**src/rtl/sls_pkg.sv**
```systemverilog
package sls_pkg;
  typedef enum logic [2:0] {
    EV_HBLANK    = 3'd0,
    EV_DMA_START = 3'd1,
    EV_LINE_END  = 3'd2,
    EV_DMA_INIT  = 3'd3,
    EV_RENDER    = 3'd4,
    EV_REFRESH   = 3'd5
  } ev_e;

  localparam int NUM_EV = 6;

  function automatic ev_e next_ev(input ev_e cur);
    ev_e n;
    case (cur)
      EV_HBLANK:    n = EV_DMA_START;
      EV_DMA_START: n = EV_LINE_END;
      EV_LINE_END:  n = EV_DMA_INIT;
      EV_DMA_INIT:  n = EV_RENDER;
      EV_RENDER:    n = EV_REFRESH;
      default:      n = EV_HBLANK;
    endcase
    return n;
  endfunction
endpackage

```
**src/rtl/sls_refresh_pos.sv**
```systemverilog
module sls_refresh_pos #(
  parameter int HW            = 11,
  parameter int VW            = 9,
  parameter int SPECIAL_LINE  = 240,
  parameter int REF_POS_R1    = 538,
  parameter int REF_POS_EARLY = 534,
  parameter int REF_POS_LATE  = 538
) (
  input  logic          clk,
  input  logic          rst_n,
  input  logic          line_end_hit,
  input  logic [VW-1:0] vline,
  input  logic          rev2,
  input  logic          odd_field,
  input  logic          interlace,
  output logic [HW-1:0] ref_pos
);
  localparam logic [VW-1:0] SPC   = VW'(SPECIAL_LINE);
  localparam logic [HW-1:0] P_R1  = HW'(REF_POS_R1);
  localparam logic [HW-1:0] P_ERL = HW'(REF_POS_EARLY);
  localparam logic [HW-1:0] P_LAT = HW'(REF_POS_LATE);

  logic late_q;
  logic freeze;

  assign freeze = (vline == SPC) && odd_field && !interlace;

  always_ff @(posedge clk) begin
    if (!rst_n)
      late_q <= 1'b0;
    else if (line_end_hit && rev2 && !freeze)
      late_q <= !late_q;
  end

  always_comb begin
    if (!rev2)       ref_pos = P_R1;
    else if (late_q) ref_pos = P_LAT;
    else             ref_pos = P_ERL;
  end
endmodule

```
**src/rtl/sls_ring.sv**
```systemverilog
module sls_ring
  import sls_pkg::*;
#(
  parameter int HW            = 11,
  parameter int POS_HBLANK    = 1096,
  parameter int POS_DMA_START = 1106,
  parameter int LINE_LEN      = 1364,
  parameter int POS_DMA_INIT  = 20,
  parameter int POS_RENDER    = 128
) (
  input  logic          clk,
  input  logic          rst_n,
  input  logic [HW-1:0] hcount,
  input  logic [HW-1:0] ref_pos,
  output ev_e           cur_ev,
  output logic          fire
);
  localparam logic [HW-1:0] P_HB = HW'(POS_HBLANK);
  localparam logic [HW-1:0] P_DS = HW'(POS_DMA_START);
  localparam logic [HW-1:0] P_LE = HW'(LINE_LEN);
  localparam logic [HW-1:0] P_DI = HW'(POS_DMA_INIT);
  localparam logic [HW-1:0] P_RN = HW'(POS_RENDER);

  ev_e           ev_q;
  logic [HW-1:0] cmp_q;
  logic          wrap_wait_q;
  logic [HW-1:0] next_cmp;

  assign fire   = !wrap_wait_q && (hcount >= cmp_q);
  assign cur_ev = ev_q;

  always_comb begin
    case (ev_q)
      EV_HBLANK:    next_cmp = P_DS;
      EV_DMA_START: next_cmp = P_LE;
      EV_LINE_END:  next_cmp = P_DI;
      EV_DMA_INIT:  next_cmp = P_RN;
      EV_RENDER:    next_cmp = ref_pos;
      default:      next_cmp = P_HB;
    endcase
  end

  always_ff @(posedge clk) begin
    if (!rst_n) begin
      ev_q        <= EV_HBLANK;
      cmp_q       <= P_HB;
      wrap_wait_q <= 1'b0;
    end else if (wrap_wait_q) begin
      if (hcount < P_LE)
        wrap_wait_q <= 1'b0;
    end else if (fire) begin
      ev_q  <= next_ev(ev_q);
      cmp_q <= next_cmp;
      if (ev_q == EV_LINE_END)
        wrap_wait_q <= 1'b1;
    end
  end
endmodule

```
**src/rtl/sls_strobes.sv**
```systemverilog
module sls_strobes
  import sls_pkg::*;
#(
  parameter int VW  = 9,
  parameter int NCH = 8
) (
  input  logic           clk,
  input  logic           rst_n,
  input  logic           fire,
  input  ev_e            cur_ev,
  input  logic [VW-1:0]  vline,
  input  logic [VW-1:0]  vis_height,
  input  logic [NCH-1:0] dma_active,
  output logic [NUM_EV-1:0] strobe,
  output logic [VW-1:0]  render_line
);
  localparam logic [VW-1:0] FIRST_VIS = VW'(1);

  logic [NUM_EV-1:0] hit;
  logic [NUM_EV-1:0] qual;

  for (genvar g = 0; g < NUM_EV; g++) begin : g_hit
    assign hit[g] = fire && (cur_ev == ev_e'(g));
  end

  always_comb begin
    qual = '1;
    qual[EV_DMA_START] = (|dma_active) && (vline <= vis_height);
    qual[EV_DMA_INIT]  = (vline == '0);
    qual[EV_RENDER]    = (vline >= FIRST_VIS) && (vline <= vis_height);
  end

  always_ff @(posedge clk) begin
    if (!rst_n) begin
      strobe      <= '0;
      render_line <= '0;
    end else begin
      strobe <= hit & qual;
      if (hit[EV_RENDER] && qual[EV_RENDER])
        render_line <= vline - FIRST_VIS;
    end
  end
endmodule

```
**src/rtl/sls_stall.sv**
```systemverilog
module sls_stall #(
  parameter int REFRESH_CYCLES = 40
) (
  input  logic clk,
  input  logic rst_n,
  input  logic start,
  output logic stall
);
  localparam int SCW = $clog2(REFRESH_CYCLES + 1);
  localparam logic [SCW-1:0] LOAD = SCW'(REFRESH_CYCLES);

  logic [SCW-1:0] cnt_q;

  always_ff @(posedge clk) begin
    if (!rst_n)
      cnt_q <= '0;
    else if (start)
      cnt_q <= LOAD;
    else if (cnt_q != '0)
      cnt_q <= cnt_q - 1'b1;
  end

  assign stall = (cnt_q != '0);
endmodule

```
**src/rtl/scanline_event_seq.sv**
```systemverilog
module scanline_event_seq
  import sls_pkg::*;
#(
  parameter int HW             = 11,
  parameter int VW             = 9,
  parameter int NCH            = 8,
  parameter int POS_HBLANK     = 1096,
  parameter int POS_DMA_START  = 1106,
  parameter int LINE_LEN       = 1364,
  parameter int POS_DMA_INIT   = 20,
  parameter int POS_RENDER     = 128,
  parameter int REF_POS_R1     = 538,
  parameter int REF_POS_EARLY  = 534,
  parameter int REF_POS_LATE   = 538,
  parameter int SPECIAL_LINE   = 240,
  parameter int REFRESH_CYCLES = 40
) (
  input  logic           clk,
  input  logic           rst_n,
  input  logic [HW-1:0]  hcount,
  input  logic [VW-1:0]  vline,
  input  logic [VW-1:0]  vis_height,
  input  logic [NCH-1:0] dma_active,
  input  logic           rev2,
  input  logic           odd_field,
  input  logic           interlace,
  output logic [2:0]     ev_idx,
  output logic           ev_hblank,
  output logic           ev_dma_start,
  output logic           ev_line_end,
  output logic           ev_dma_init,
  output logic           ev_render,
  output logic [VW-1:0]  render_line,
  output logic           ev_refresh,
  output logic           stall
);
  ev_e               cur_ev;
  logic              fire;
  logic [HW-1:0]     ref_pos;
  logic [NUM_EV-1:0] strobe;
  logic              line_end_hit;

  assign line_end_hit = fire && (cur_ev == EV_LINE_END);

  sls_ring #(
    .HW(HW), .POS_HBLANK(POS_HBLANK), .POS_DMA_START(POS_DMA_START),
    .LINE_LEN(LINE_LEN), .POS_DMA_INIT(POS_DMA_INIT), .POS_RENDER(POS_RENDER)
  ) u_ring (
    .clk(clk), .rst_n(rst_n), .hcount(hcount), .ref_pos(ref_pos),
    .cur_ev(cur_ev), .fire(fire)
  );

  sls_refresh_pos #(
    .HW(HW), .VW(VW), .SPECIAL_LINE(SPECIAL_LINE), .REF_POS_R1(REF_POS_R1),
    .REF_POS_EARLY(REF_POS_EARLY), .REF_POS_LATE(REF_POS_LATE)
  ) u_refpos (
    .clk(clk), .rst_n(rst_n), .line_end_hit(line_end_hit), .vline(vline),
    .rev2(rev2), .odd_field(odd_field), .interlace(interlace), .ref_pos(ref_pos)
  );

  sls_strobes #(.VW(VW), .NCH(NCH)) u_strb (
    .clk(clk), .rst_n(rst_n), .fire(fire), .cur_ev(cur_ev), .vline(vline),
    .vis_height(vis_height), .dma_active(dma_active), .strobe(strobe),
    .render_line(render_line)
  );

  sls_stall #(.REFRESH_CYCLES(REFRESH_CYCLES)) u_stall (
    .clk(clk), .rst_n(rst_n), .start(fire && (cur_ev == EV_REFRESH)),
    .stall(stall)
  );

  assign ev_idx       = cur_ev;
  assign ev_hblank    = strobe[EV_HBLANK];
  assign ev_dma_start = strobe[EV_DMA_START];
  assign ev_line_end  = strobe[EV_LINE_END];
  assign ev_dma_init  = strobe[EV_DMA_INIT];
  assign ev_render    = strobe[EV_RENDER];
  assign ev_refresh   = strobe[EV_REFRESH];
endmodule

```
**config.mk**
```make
export PLATFORM = sky130hd
export DESIGN_NAME = scanline_event_seq
export DESIGN_NICKNAME = d
export VERILOG_FILES = /design/src/rtl/sls_pkg.sv /design/src/rtl/sls_refresh_pos.sv /design/src/rtl/sls_ring.sv /design/src/rtl/sls_strobes.sv /design/src/rtl/sls_stall.sv /design/src/rtl/scanline_event_seq.sv
export SDC_FILE = /design/constraint.sdc
export NUM_CORES = 1
export LEC_CHECK = 0
export BUFFER_PORTS_ARGS = -buffer_cell sky130_fd_sc_hd__buf_4
export CAP_MARGIN = 20
export CORE_ASPECT_RATIO = 0.6
export CORE_MARGIN = 5
export CORE_UTILIZATION = 47
export CTS_CLUSTER_DIAMETER = 200
export DETAILED_ROUTE_END_ITERATION = 6
export PLACE_DENSITY = 0.74
export RECOVER_POWER = 25
export SLEW_MARGIN = 15
export SYNTH_ARGS = -nofsm -noshare
export SYNTH_HDL_FRONTEND = slang
export SYNTH_SLANG_ARGS = --single-unit
```
**constraint.sdc**
```tcl
create_clock -name clk -period 1.8 [get_ports clk]
set_input_delay 0.09 -clock clk [delete_from_list [all_inputs] [get_ports clk]]
set_output_delay 0.09 -clock clk [all_outputs]
set_load 0.005 [all_outputs]
```
Word level (Yosys, flattened, before mapping). Index checks and enable logic that the tools add are counted.

Input bits: 42. Output and inout bits: 19. Word-level logic and storage cells: 58. Bits in registers: 37.

Bitwise operators: 3. Order comparisons: 4. Multiplexer cells: 10. $add $sub $neg: 2. Reductions and logical operators: 25. Equal/unequal tests: 6.

Operators by type and width (count): $pmux W11 S5 (1); $pmux W3 S5 (1); $logic_and A1 B1 Y1 (14); $mux W6 (2); $ge A11 B11 Y1 (1); $lt A11 B11 Y1 const B (1); $mux W11 (1); $eq A9 B8 Y1 const B (1); $ge A9 B1 Y1 const B (1); $le A9 B9 Y1 (1); $logic_not A9 Y1 (1); $sub A9 B1 Y9 const B (1); $reduce_or A8 Y1 (1); $and A6 B6 Y6 (1); $eq A3 B2 Y1 const B (2); $eq A3 B3 Y1 const B (2); $reduce_bool A6 Y1 (1); $sub A6 B1 Y6 const B (1); $logic_not A1 Y1 (4); $mux W1 (4); $mux W4 (1); $eq A3 B1 Y1 const B (1); $logic_not A3 Y1 (1); $not A1 Y1 (2); 3 further kinds (3).

Longest topological paths before layout. Gate-level depths: netlist of run 1.

Depth after elaboration: 5. Depth in mapped cells: 9. Mapped depth without buffers: 8.

Modules after synthesis. A second synthesis of run 1 with hierarchy kept.

Cell total of the unflattened synthesis: 307. Area total of the unflattened synthesis: 2623.8 µm².

Modules (own cells, without submodules): sls_ring (cells an instance 133, seq. area each 300.3 µm², area an instance 1092.3 µm², instances 1); sls_strobes (cells an instance 117, seq. area each 300.3 µm², area an instance 993.5 µm², instances 1); sls_stall (cells an instance 31, seq. area each 120.1 µm², area an instance 317.8 µm², instances 1); sls_refresh_pos (cells an instance 24, seq. area each 20.0 µm², area an instance 197.7 µm², instances 1); scanline_event_seq (cells an instance 2, seq. area each 0.0 µm², area an instance 22.5 µm², instances 1).

Worst setup path after synthesis of run 1. Ideal clock, no wire load.

Path type: reg2reg. From: register u_ring.cmp_q[4]. To: register u_ring.cmp_q[1]. Data required time: 1684 ps. Cell stages (with the launch flop): 10. Data arrival time: 1670 ps. Slack: 14 ps. Buffers on the path: 1. Cells stage by stage: dfxtp_1 -> inv_1 -> ha_1 -> a211o_1 -> a21oi_1 -> o21ai_1 -> a21oi_4 -> buf_6 -> mux2i_1 -> nor2b_1.

Word-level cells in the longest chain between the ends: 3.

RTL lines: from (decl) (line sls_ring.sv:25) `logic [HW-1:0] cmp_q;`; from (signal assigned) (line sls_ring.sv:53) `cmp_q <= next_cmp;`; $ge A11 B11 Y1 (line sls_ring.sv:29) `assign fire = !wrap_wait_q && (hcount >= cmp_q);`; $logic_and A1 B1 Y1 (line sls_ring.sv:29); $reduce_and A2 Y1 (no source line).

Every way passes these cells. A chain may end at the register's enable or synchronous reset.

Worst setup path after layout of run 1.
From: register u_ring.cmp_q[2]. To: register u_refpos.late_q.

Word-level cells in the longest chain between the ends: 5.

RTL lines: $ge A11 B11 Y1 (line sls_ring.sv:29); $logic_and A1 B1 Y1 (line sls_ring.sv:29); $logic_and A1 B1 Y1 (line scanline_event_seq.sv:43) `assign line_end_hit = fire && (cur_ev == EV_LINE_END);`; $logic_and A1 B1 Y1 (2 in a row) (line sls_refresh_pos.sv:31) `else if (line_end_hit && rev2 && !freeze)`; to (signal assigned) (line sls_refresh_pos.sv:32) `late_q <= !late_q;`; to (decl) (line sls_refresh_pos.sv:23) `logic late_q;`.

Every way passes these cells.

==> results of run 1 <==
## critical path, cell delays in order (launching register included)
cell and delay (ns):
dfxtp_2 0.34, inv_2 0.05, ha_4 0.27, nor2b_4 0.14
a311oi_2 0.05, o21ai_2 0.31, a21oi_4 0.15, buf_6 0.15
or3_1 0.33, a21boi_1 0.14
## power by group through the flow
stage                     combinational, mW  clock [mW]  sequential [mW]
after floorplan                       0.706           0            0.939
after global placement                 1.11           0            0.945
after detailed placement               1.13           0            0.947
after CTS                              1.36       0.579            0.941
after global routing                   1.60       0.614            0.958
final                                  1.46       0.578            0.946
## what timing repair did
action                                  in CTS  in global routing
gates resized for setup                     43                 10
endpoints found under the hold margin        0                  0
endpoints found under the setup margin      34                 34
gates cloned                                 1                  1
setup buffers                                4                  0
pin swaps                                   17                  6
## cells by family after synthesis
kind of cell	count (synthesis)	synth area share
mux	12	0.05732
flops	34	0.3248
buf+inv	32	0.06328
xor+xnor	8	0.03343
fa+ha+maj	21	0.1254
compound gates	46	0.1594
simple gates	93	0.2364
## final timing paths
check,from,end,slack (ns),depth (start not counted)
worst max-delay path,u_ring.cmp_q[2],u_refpos.late_q,-0.21,9
worst min-delay path,hcount[9],u_ring.wrap_wait_q,0.09,3
worst max register to register,u_ring.cmp_q[2],u_refpos.late_q,-0.21,9
worst min register to register,u_strb.render_line[2],u_strb.render_line[2],0.46,2
## cells in the final DEF (no fill, tap or decap), types with 2 or more instances in the layout
cell type | Yosys | layout
xnor2_1 | 6 | 6
a21oi_4 | 1 | 2
nor4_1 | 6 | 4
buf_4 | 1 | 70
nor4_2 | 0 | 2
nand4_1 | 3 | 3
dfxtp_1 | 34 | 29
buf_6 | 1 | 6
nand2b_1 | 5 | 4
dfxtp_2 | 0 | 5
nor2b_1 | 6 | 5
a21oi_2 | 0 | 3
nand3_1 | 4 | 3
or3_1 | 3 | 3
clkbuf_1 | 6 | 2
a21oi_1 | 11 | 8
nor4b_1 | 2 | 2
o21ai_2 | 1 | 3
clkbuf_4 | 0 | 3
a211o_1 | 2 | 2
xor2_1 | 2 | 2
inv_1 | 23 | 20
o21ai_0 | 8 | 6
mux2i_1 | 12 | 12
nand3b_1 | 2 | 2
ha_4 | 0 | 5
ha_1 | 21 | 16
or2_4 | 0 | 3
inv_2 | 0 | 3
nor2_1 | 15 | 11
nor2_4 | 0 | 4
nor3_1 | 7 | 7
nand2_1 | 32 | 32
a21boi_1 | 6 | 7
clkbuf_8 | 0 | 6
## metal layers
metal	GRT usage	wire (µm)	vias up
li1	-	-	1032
met1	0.2898	2963	935
met2	0.3189	2633	61
met3	0.05656	488	8
met4	0.04251	57	0
met5	0	0	-
## per-stage QoR
| stage | instances | hold WS, ns | area (µm²) |
|---|---|---|---|
| final | 388 | 0.09432 | 3059 |
| after floorplan | 246 | 0.2512 | 2096 |
| after CTS | 387 | 0.1054 | 3005 |
| after global placement | 374 | 0.3733 | 2703 |
| after detailed placement | 374 | 0.3903 | 2703 |
| after global routing | 388 | 0.08323 | 3059 |
## final cells by class
type / instances / area share
Sequential cell: 34 / 0.2245
Inverter: 23 / 0.02822
Clock inverter: 1 / 0.001636
Multi-Input combinational cell: 182 / 0.4855
Timing Repair Buffer: 81 / 0.2074
Clock buffer: 7 / 0.02822
Tap cell: 60 / 0.02454
## Yosys cell counts (2+ instances only)
cell type  instances
o311ai_0           2
a21oi_1           11
a21boi_1           6
o21ai_0            8
nor4b_1            2
or2_2              3
a21boi_0           2
ha_1              21
inv_1             23
nand2_1           32
a211o_1            2
xor2_1             2
nand2b_1           5
or3_1              3
nor2_1            15
nand3b_1           2
clkbuf_1           6
nor2b_1            6
nand3_1            4
dfxtp_1           34
nand4_1            3
nor4_1             6
xnor2_1            6
nor3_1             7
mux2i_1           12
## sequential cells by signal (all words and copies together) (netlist names)
signal,flops
u_strb.strobe,6
u_ring.cur_ev,3
u_stall.cnt_q,6
u_refpos.late_q,1
u_ring.wrap_wait_q,1
u_ring.cmp_q,8
u_strb.render_line,9
==> run_results.csv, run 1 <==
group,metric,value,unit
clock_tree,clk_latency,0.28,ns
die,start_util,0.4976,
detailed_routing,drc,0,
placement,dp_slack,-0.2581,ns
sta,worstMarginPinSlew,0.4707,ns
pwr,leakagePower,1.325,nW
synthesis,yosysWarnings,0,
run_status,violations,"setup timing",
placement,io_buffers,60,
synthesis,synth_fp_nets,309,
global_route,overflow,0,
pwr,comb_power_share,0.489,
sta,finalMaxSlewViolations,0,
global_route,grt_pass1_vias,1983,
critical_path,path_max_fanout,5,
cells_and_area,multi_input_area,1485,µm²
pwr,total_power,2.981,mW
die,die_y,61.73,µm
clock_tree,cts_tree,"built",
pwr,clkPwrFrac,0.194,
sta,finalSetupViolCount,33,
job,maxCapViolations,0,
detailed_routing,viasPerCell,5.247,
synthesis,synth-seq-cells,34,
synthesis,synth_flop_cell,"dfxtp_1",
sta,tns,-4.028,ns
pwr,p_int,1.893,mW
detailed_routing,vias,2036,
global_route,grt_max_degree,36,
clock_tree,cts_made_buffers,5,
clock_tree,clkSinkCount,34,
die,die_w,96.21,µm
die,rows,18,
critical_path,cp-start-kind,"flip-flop",
cells_and_area,regArea,686.9,µm²
detailed_routing,wl_per_cell,15.83,µm
global_route,grt_usage,0.2058,
synthesis,syn_inst,246,
pwr,power_density,974.6,nW/µm²
synthesis,synth_top_area_cell,"dfxtp_1",
placement,gp_congestion,0.8794,
die,ioPinCount,61,
pwr,power.share.sequential,0.317,
sta,rsz0062_at_grt,"yes",
synthesis,async_reset_ff_frac,0,
cells_and_area,syn_to_final_growth,45.97,%
detailed_routing,routed_wl,6142,µm
sta,period_share,1.116,
die,core,4212,µm²
sta,max_slew_margin,0.6833,
synthesis,syn-cell-area,2096,µm²
clock_tree,root_buffer,"clkbuf_8",
synthesis,synthTopCellsByArea,"dfxtp_1, ha_1, mux2i_1",
sta,setup_slack,-0.2082,ns
clock_tree,postCtsHoldBufs,0,
cells_and_area,drive_gt1_frac,0.3902,
synthesis,netlist.area_leader.share,0.3248,
cells_and_area,antenna_cells,0,
synthesis,synth_cell_types,48,
pwr,vdd_drop_max,0.0008963,V
pwr,switchingPower,1.089,mW
clock_tree,htreeDepth,2,
critical_path,arrival,2.22,ns
cells_and_area,nFillCells,347,
sta,fmax,0.4980,GHz
critical_path,required,2.01,ns
sta,finClkSkew,0.004552,ns
global_route,grt_pass1_wl,9370,µm
cells_and_area,fin_nets,390,
die,dieArea,5938,µm²
critical_path,end_kind,"flip-flop",
clock_tree,cts_buffer_depth,2,
sta,hold_viol,0,
detailed_routing,firstDrtPassIters,4,
synthesis,synth_seq_area_share,0.3248,
pwr,power.share.switching,0.3652,
global_route,grt_antenna_before_repair,0,
placement,hpwl,4312,µm
detailed_routing,antenna_left,0,
detailed_routing,drtIter0Drc,112,
synthesis,synth_edf_count,0,
sta,post-route-min-period,2.008,ns
hold_path,hp-class,"input port to flip-flop",
cells_and_area,fin_util,0.7264,
critical_path,critical_path_class,"flip-flop to flip-flop",
clock_tree,clk_pin_slew,0.07,ns
synthesis,synth.avg_cell_area,8.519,µm²
run_status,status,"complete, but fails checks",
Note: power is estimated with default switching activity, not from simulation.
==> inputs of run 2 (changes only) <==
Settings changed: ABC_AREA set to 1, BUFFER_PORTS_ARGS -buffer_cell sky130_fd_sc_hd__buf_4 to not set, CORE_UTILIZATION 47 to 57, DONT_BUFFER_PORTS set to 1, PLACE_DENSITY 0.74 to 0.73.
==> run 2 against run 1 <==
Compared with the run above:
- the flow finishes with violations (hold timing)
- worst setup slack better by 0.23 ns
- hold slack got worse by 0.11 ns
- combinational power fell by 16%
- core utilization is 2.6 points lower
- sequential power up 7%
- via count is 6.5% lower
- sequential share of layout area up 4.5 points
- critical path depth is 1 higher
- final area shrank 17%
- fmax is 13% higher
- routed wire length fell by 16%
- highest routed layer unchanged
- area after synthesis is 1.1% higher
==> run_results.csv, run 2 <==
group,metric,value,unit
global_route,grt_max_degree,17,
synthesis,async_reset_ff_frac,0,
detailed_routing,routed_wl,5161,µm
pwr,leakagePower,1.180,nW
die,ioPinCount,61,
sta,tns,0,ns
cells_and_area,final_common_cell,"nand2_1",
synthesis,syn-cell-area,2118,µm²
synthesis,synth_edf_count,0,
critical_path,rr_worst_depth,10,
hold_path,hold-path-cell-count,2,
synthesis,synth_cell_types,32,
pwr,power.share.sequential,0.356,
sta,finalMaxSlewViolations,0,
sta,finalSetupViolCount,0,
global_route,grt_antenna_before_repair,0,
clock_tree,cts_made_buffers,5,
pwr,clkPwrFrac,0.210,
synthesis,synth-seq-cells,34,
placement,hpwl,3814,µm
clock_tree,clkSinkCount,34,
global_route,overflow,0,
pwr,switchingPower,1.114,mW
critical_path,r2r-end,"u_ring.cur_ev[2]",
sta,finClkSkew,0.003712,ns
detailed_routing,vias,1904,
pwr,p_int,1.725,mW
cells_and_area,finalNonFillerCells,373,
cells_and_area,antenna_cells,0,
critical_path,critical_path_class,"flip-flop to flip-flop",
sta,post-route-min-period,1.775,ns
placement,gp_congestion,0.9314,
critical_path,cp_cell_sequence,"inv_1, ha_1, nand4_1, nor2_1, nand2_1, nand3_4, nand2_4, buf_6, o21ai_4, o21ai_0",
sta,holdWs,-0.01577,ns
sta,fmax,0.5635,GHz
detailed_routing,firstDrtPassIters,5,
detailed_routing,drc,0,
cells_and_area,largest_register_ffs,9,
clock_tree,clk_pin_slew,0.07,ns
hold_path,hp-class,"input port to flip-flop",
die,start_util,0.5858,
synthesis,netlist.area_leader.share,0.3213,
job,maxCapViolations,0,
clock_tree,root_buffer,"clkbuf_8",
cells_and_area,fin_util,0.7000,
die,dieArea,5075,µm²
die,die_w,88.70,µm
synthesis,syn_inst,307,
critical_path,path_max_fanout,6,
die,die_y,57.22,µm
synthesis,synthTopCellsByArea,"dfxtp_1, ha_1, nand2_1",
synthesis,synth.avg_cell_area,6.900,µm²
detailed_routing,drtIter0Drc,102,
die,core,3616,µm²
cells_and_area,drive_gt1_frac,0.1656,
synthesis,synth_flop_cell,"dfxtp_1",
run_status,violations,"hold timing",
critical_path,arrival,1.93,ns
cells_and_area,fin_nets,388,
critical_path,ff2ff_setup_slack,0.03,ns
sta,rsz0062_at_grt,"yes",
critical_path,crit_path_max_incr_delay,0.34,ns
clock_tree,cts_buffer_depth,2,
synthesis,synth.most_common_cell,"nand2_1",
global_route,grt_usage,0.2045,
pwr,power_density,1122,nW/µm²
hold_path,hold_end,"u_ring.cmp_q[7]",
detailed_routing,wl_per_cell,13.84,µm
run_status,status,"complete, but fails checks",
critical_path,required,1.96,ns
sta,hold_viol,2,
global_route,grt_pass1_wl,8073,µm
cells_and_area,largestRegisters,"u_strb.render_line (9), u_ring.cmp_q (8)",
sta,max_slew_margin,0.5421,
clock_tree,cts_tree,"built",
synthesis,synth_fp_nets,370,
global_route,grt_pass1_vias,1769,
cells_and_area,syn_to_final_growth,19.49,%
sta,period_share,0.9859,
synthesis,synth_top_area_cell,"dfxtp_1",
placement,dp.cells,354,
critical_path,r2r-start,"u_ring.cmp_q[9]",
pwr,power.share.switching,0.3923,
detailed_routing,antenna_left,0,
clock_tree,htreeDepth,2,
synthesis,synth_common_cells,"nand2_1, inv_1, nor2_1",
detailed_routing,viasPerCell,5.105,
cells_and_area,layout_common_cells,"nand2_1, inv_1, nor2_1",
critical_path,cp-start-kind,"flip-flop",
critical_path,critPathSlowestCell,"dfxtp_1",
sta,worstMarginPinSlew,0.6846,ns
pwr,comb_power_share,0.434,
die,rows,17,
clock_tree,clk_latency,0.29,ns
critical_path,end_kind,"flip-flop",
placement,io_buffers,0,
pwr,vdd_drop_max,0.0007723,V
synthesis,yosysWarnings,0,
cells_and_area,top_register,"u_strb.render_line",
synthesis,synth_seq_area_share,0.3213,
hold_path,min-delay-start,"rst_n",
run 2: cell count changes in the layout (fill, tap and decap cells not counted), moves of 4 or more:
cell	before	now
a21boi_1	7	0
nand2_2	0	7
dlygate4sd3_1	0	7
nor2_1	11	41
nand2b_1	4	0
a21oi_1	8	17
nor2_2	1	5
buf_4	70	5
nand2_4	0	4
nand2_1	32	60
nor2b_1	5	0
mux2i_1	12	0
inv_1	20	50
run 2: worst max-delay path, delay by kind of cell (launching register included):
family	cells	cell delay, ns
buffers and inverters	2	0.20
and+or+nand+nor	5	0.55
AOI/OAI and AO/OA	2	0.27
DFF	1	0.34
adders and majority gates	1	0.28
run 2: how the worst max path moves through the flow:
stage / to / slack, ns / start
finish: u_ring.cur_ev[2] / 0.03 / u_ring.cmp_q[9]
global route: u_ring.cur_ev[2] / -0.07 / u_ring.cmp_q[6]
CTS: u_stall.cnt_q[4] / 0.01 / u_ring.cmp_q[6]
detailed placement: u_stall.cnt_q[4] / -0.06 / u_ring.cmp_q[6]
global placement: u_stall.cnt_q[0] / 0.04 / u_ring.cmp_q[6]
floorplan: u_strb.render_line[7] / 0.18 / u_ring.cmp_q[6]
run 2: cells by family after synthesis:
group	share of synthesized area
adders and majority gates	0.1240
AOI/OAI and AO/OA	0.09687
DFF	0.3213
xor gates and xnor gates	0.03308
and+or+nand+nor	0.3178
buffers and inverters	0.1069
run 2: repair_timing:
item | CTS | global route
setup buffers | 1 | 3
setup endpoints to repair | 6 | 32
pin swaps | 1 | 9
gates resized for setup | 3 | 38
endpoints found under the hold margin | 21 | 3
hold buffers | 6 | 1
run 2: layout make-up:
cell class                      count  area, µm²
Multi-Input combinational cell    215       1334
Clock inverter                      2      12.51
Sequential cell                    34      683.2
Fill cell                         323       1085
Timing Repair Buffer               16      161.4
Inverter                           53      198.9
Tap cell                           47      58.81
Clock buffer                        6      82.58
run 2: stage by stage:
step	power [mW]	instance area, µm²	worst slack, ns
2_1_floorplan	1.726	2118	0.1758
3_3_place_gp	1.960	2187	0.03524
3_5_place_dp	1.977	2187	-0.05613
4_1_cts	2.610	2372	0.01436
5_1_grt	3.072	2531	-0.06713
6_report	2.839	2531	0.02544
run 2: metal layers:
layer,track usage,share of wire,vias up
met2,0.2854,0.41,67
met3,0.06061,0.085,7
met4,0.06466,0.012,0
met1,0.2995,0.49,822
li1,-,-,1008
met5,0,0,-
run 2: power groups by stage:
stage	Sequential (mW)	Clock (mW)	Combinational [mW]
final	1.01	0.597	1.23
after global routing	1.03	0.649	1.39
after global placement	1.01	0	0.948
after CTS	0.998	0.614	0.998
after floorplan	0.987	0	0.740
after detailed placement	1.02	0	0.962
==> inputs of run 3 (changes only) <==
Settings changed: PLACE_DENSITY 0.73 to 0.75.
==> run 3 against run 2 <==
Compared with the run above:
- the flow still finishes with violations (hold timing)
- final area is 1.3% lower
- global-route usage is 0.22 points higher
- worst setup slack better by 0.068 ns
- clock skew is 0.0043 ns higher
- routed wire length is 2.3% lower
- clock power is 43% higher
- sequential share of layout area is 0.42 points higher
- register-to-register slack better by 0.07 ns
- sequential power hardly changed
- largest cell class unchanged
==> run_results.csv, run 3 (synthesis gave the netlist of run 2 again) <==
group,metric,value,unit
clock_tree,clk_pin_slew,0.08,ns
global_route,grt_antenna_before_repair,0,
cells_and_area,fin_nets,384,
sta,rsz0062_at_grt,"yes",
critical_path,arrival,1.90,ns
die,core,3616,µm²
sta,finalMaxSlewViolations,0,
critical_path,cp_cell_sequence,"inv_2, ha_4, nand4_1, nor2_1, nand2_1, nand3_4, nand3_4, buf_6, nor3_1, nor2_1",
cells_and_area,finalNonFillerCells,369,
pwr,leakagePower,1.166,nW
global_route,grt_pass1_vias,1743,
sta,period_share,0.9481,
detailed_routing,drc,0,
clock_tree,postCtsHoldBufs,4,
sta,max_slew_margin,0.7102,
die,rows,17,
sta,holdWs,-0.09087,ns
global_route,grt_max_degree,20,
hold_path,hp-class,"input port to flip-flop",
die,die_w,88.70,µm
cells_and_area,largest_register_ffs,9,
detailed_routing,viasPerCell,5.247,
pwr,comb_power_share,0.378,
pwr,power_density,1195,nW/µm²
die,ioPinCount,61,
critical_path,rr_worst_depth,10,
critical_path,crit_cells,10,
cells_and_area,largestRegisters,"u_strb.render_line (9), u_ring.cmp_q (8)",
pwr,power.share.switching,0.3540,
sta,fmax,0.5860,GHz
sta,tns,0,ns
placement,hpwl,3853,µm
clock_tree,root_buffer,"clkbuf_8",
critical_path,critical_path_class,"flip-flop to flip-flop",
pwr,p_int,1.928,mW
hold_path,hold-path-cell-count,2,
detailed_routing,antenna_left,0,
cells_and_area,final_common_cell,"nand2_1",
sta,hold_viol,20,
detailed_routing,routed_wl,5041,µm
global_route,overflow,0,
cells_and_area,syn_to_final_growth,17.90,%
global_route,grt_usage,0.2067,
run_status,status,"complete, but fails checks",
clock_tree,clkSinkCount,34,
placement,dp.cells,355,
critical_path,ff2ff_setup_slack,0.09,ns
critical_path,critPathSlowestCell,"dfxtp_2",
critical_path,end_kind,"flip-flop",
detailed_routing,wl_per_cell,13.66,µm
die,die_y,57.22,µm
global_route,grt_pass1_wl,8038,µm
cells_and_area,layout_common_cells,"nand2_1, inv_1, nor2_1",
pwr,clkPwrFrac,0.286,
placement,gp_congestion,0.9356,
detailed_routing,firstDrtPassIters,4,
critical_path,cp_num_buf_inv,2,
clock_tree,cts_tree,"built",
critical_path,path_max_fanout,6,
cells_and_area,antenna_cells,0,
sta,post-route-min-period,1.707,ns
clock_tree,cts_made_buffers,5,
sta,finClkSkew,0.008033,ns
sta,worstMarginPinSlew,0.4307,ns
pwr,power.share.sequential,0.336,
placement,io_buffers,0,
critical_path,path_delay_family,"simple AND/OR/NAND/NOR gates",
cells_and_area,top_register,"u_strb.render_line",
clock_tree,htreeDepth,2,
critical_path,required,1.99,ns
run_status,violations,"hold timing",
die,dieArea,5075,µm²
cells_and_area,drive_gt1_frac,0.1366,
pwr,vdd_drop_max,0.0008952,V
critical_path,crit_path_max_incr_delay,0.34,ns
sta,finalSetupViolCount,0,
pwr,switchingPower,1.056,mW
job,maxCapViolations,0,
detailed_routing,drtIter0Drc,106,
critical_path,cp-start-kind,"flip-flop",
die,start_util,0.5858,
clock_tree,clk_latency,0.29,ns
detailed_routing,vias,1936,
clock_tree,cts_buffer_depth,2,
## run 3: cell types whose count changed in the layout (fill, tap and decap cells not counted), moves of 3 or more
cell,previous run,this run
nand2_1,60,67
nand2_2,7,2
a21oi_1,17,20
a21oi_2,3,0
dlygate4sd3_1,7,4
nand2_4,4,1
## run 3: area by class of cell
type / instances / area [µm²]
Sequential cell: 34 / 684.4
Timing Repair Buffer: 11 / 96.34
Inverter: 53 / 198.9
Clock buffer: 5 / 68.82
Fill cell: 319 / 1119
Multi-Input combinational cell: 216 / 1321
Clock inverter: 3 / 68.82
Tap cell: 47 / 58.81
## run 3: metal layers
| layer | wire, µm | GRT usage | vias up |
|---|---|---|---|
| met5 | 0 | 0 | - |
| met4 | 48 | 0.07759 | 0 |
| met2 | 2072 | 0.2844 | 69 |
| li1 | - | - | 1011 |
| met1 | 2443 | 0.2927 | 851 |
| met3 | 477 | 0.07504 | 5 |
## run 3: what timing repair did
action | 4_1_cts | 5_1_grt
buffers inserted | 0 | 1
endpoints found under the hold margin | 21 | 19
gates cloned | 0 | 1
gates resized for setup | 1 | 25
pin swaps | 0 | 10
endpoints found under the setup margin | 6 | 31
## run 3: power by group through the flow
stage	clock, mW	combinational (mW)	sequential [mW]
after floorplan	0	0.740	0.987
after global placement	0	0.958	1.01
after detailed placement	0	0.976	1.01
after CTS	0.872	0.991	0.997
after global routing	0.925	1.29	1.02
final	0.855	1.13	1.00
## run 3: final timing paths
| path | endpoint | start |
|---|---|---|
| worst min register to register | u_ring.cmp_q[9] | u_ring.cmp_q[9] |
| worst max-delay path | u_strb.render_line[5] | u_ring.cmp_q[6] |
| worst min-delay path | u_strb.render_line[5] | rst_n |
| worst max register to register | u_strb.render_line[5] | u_ring.cmp_q[6] |
## run 3: per-stage QoR
stage | power [mW] | worst slack (ns) | util | cell area, µm²
6_report | 2.984 | 0.09337 | 0.6907 | 2497
5_1_grt | 3.235 | -0.05491 | 0.6907 | 2497
4_1_cts | 2.859 | -0.005304 | 0.6567 | 2375
3_5_place_dp | 1.989 | -0.02183 | 0.6069 | 2195
3_3_place_gp | 1.968 | 0.03925 | 0.6069 | 2195
2_1_floorplan | 1.726 | 0.1758 | - | 2118
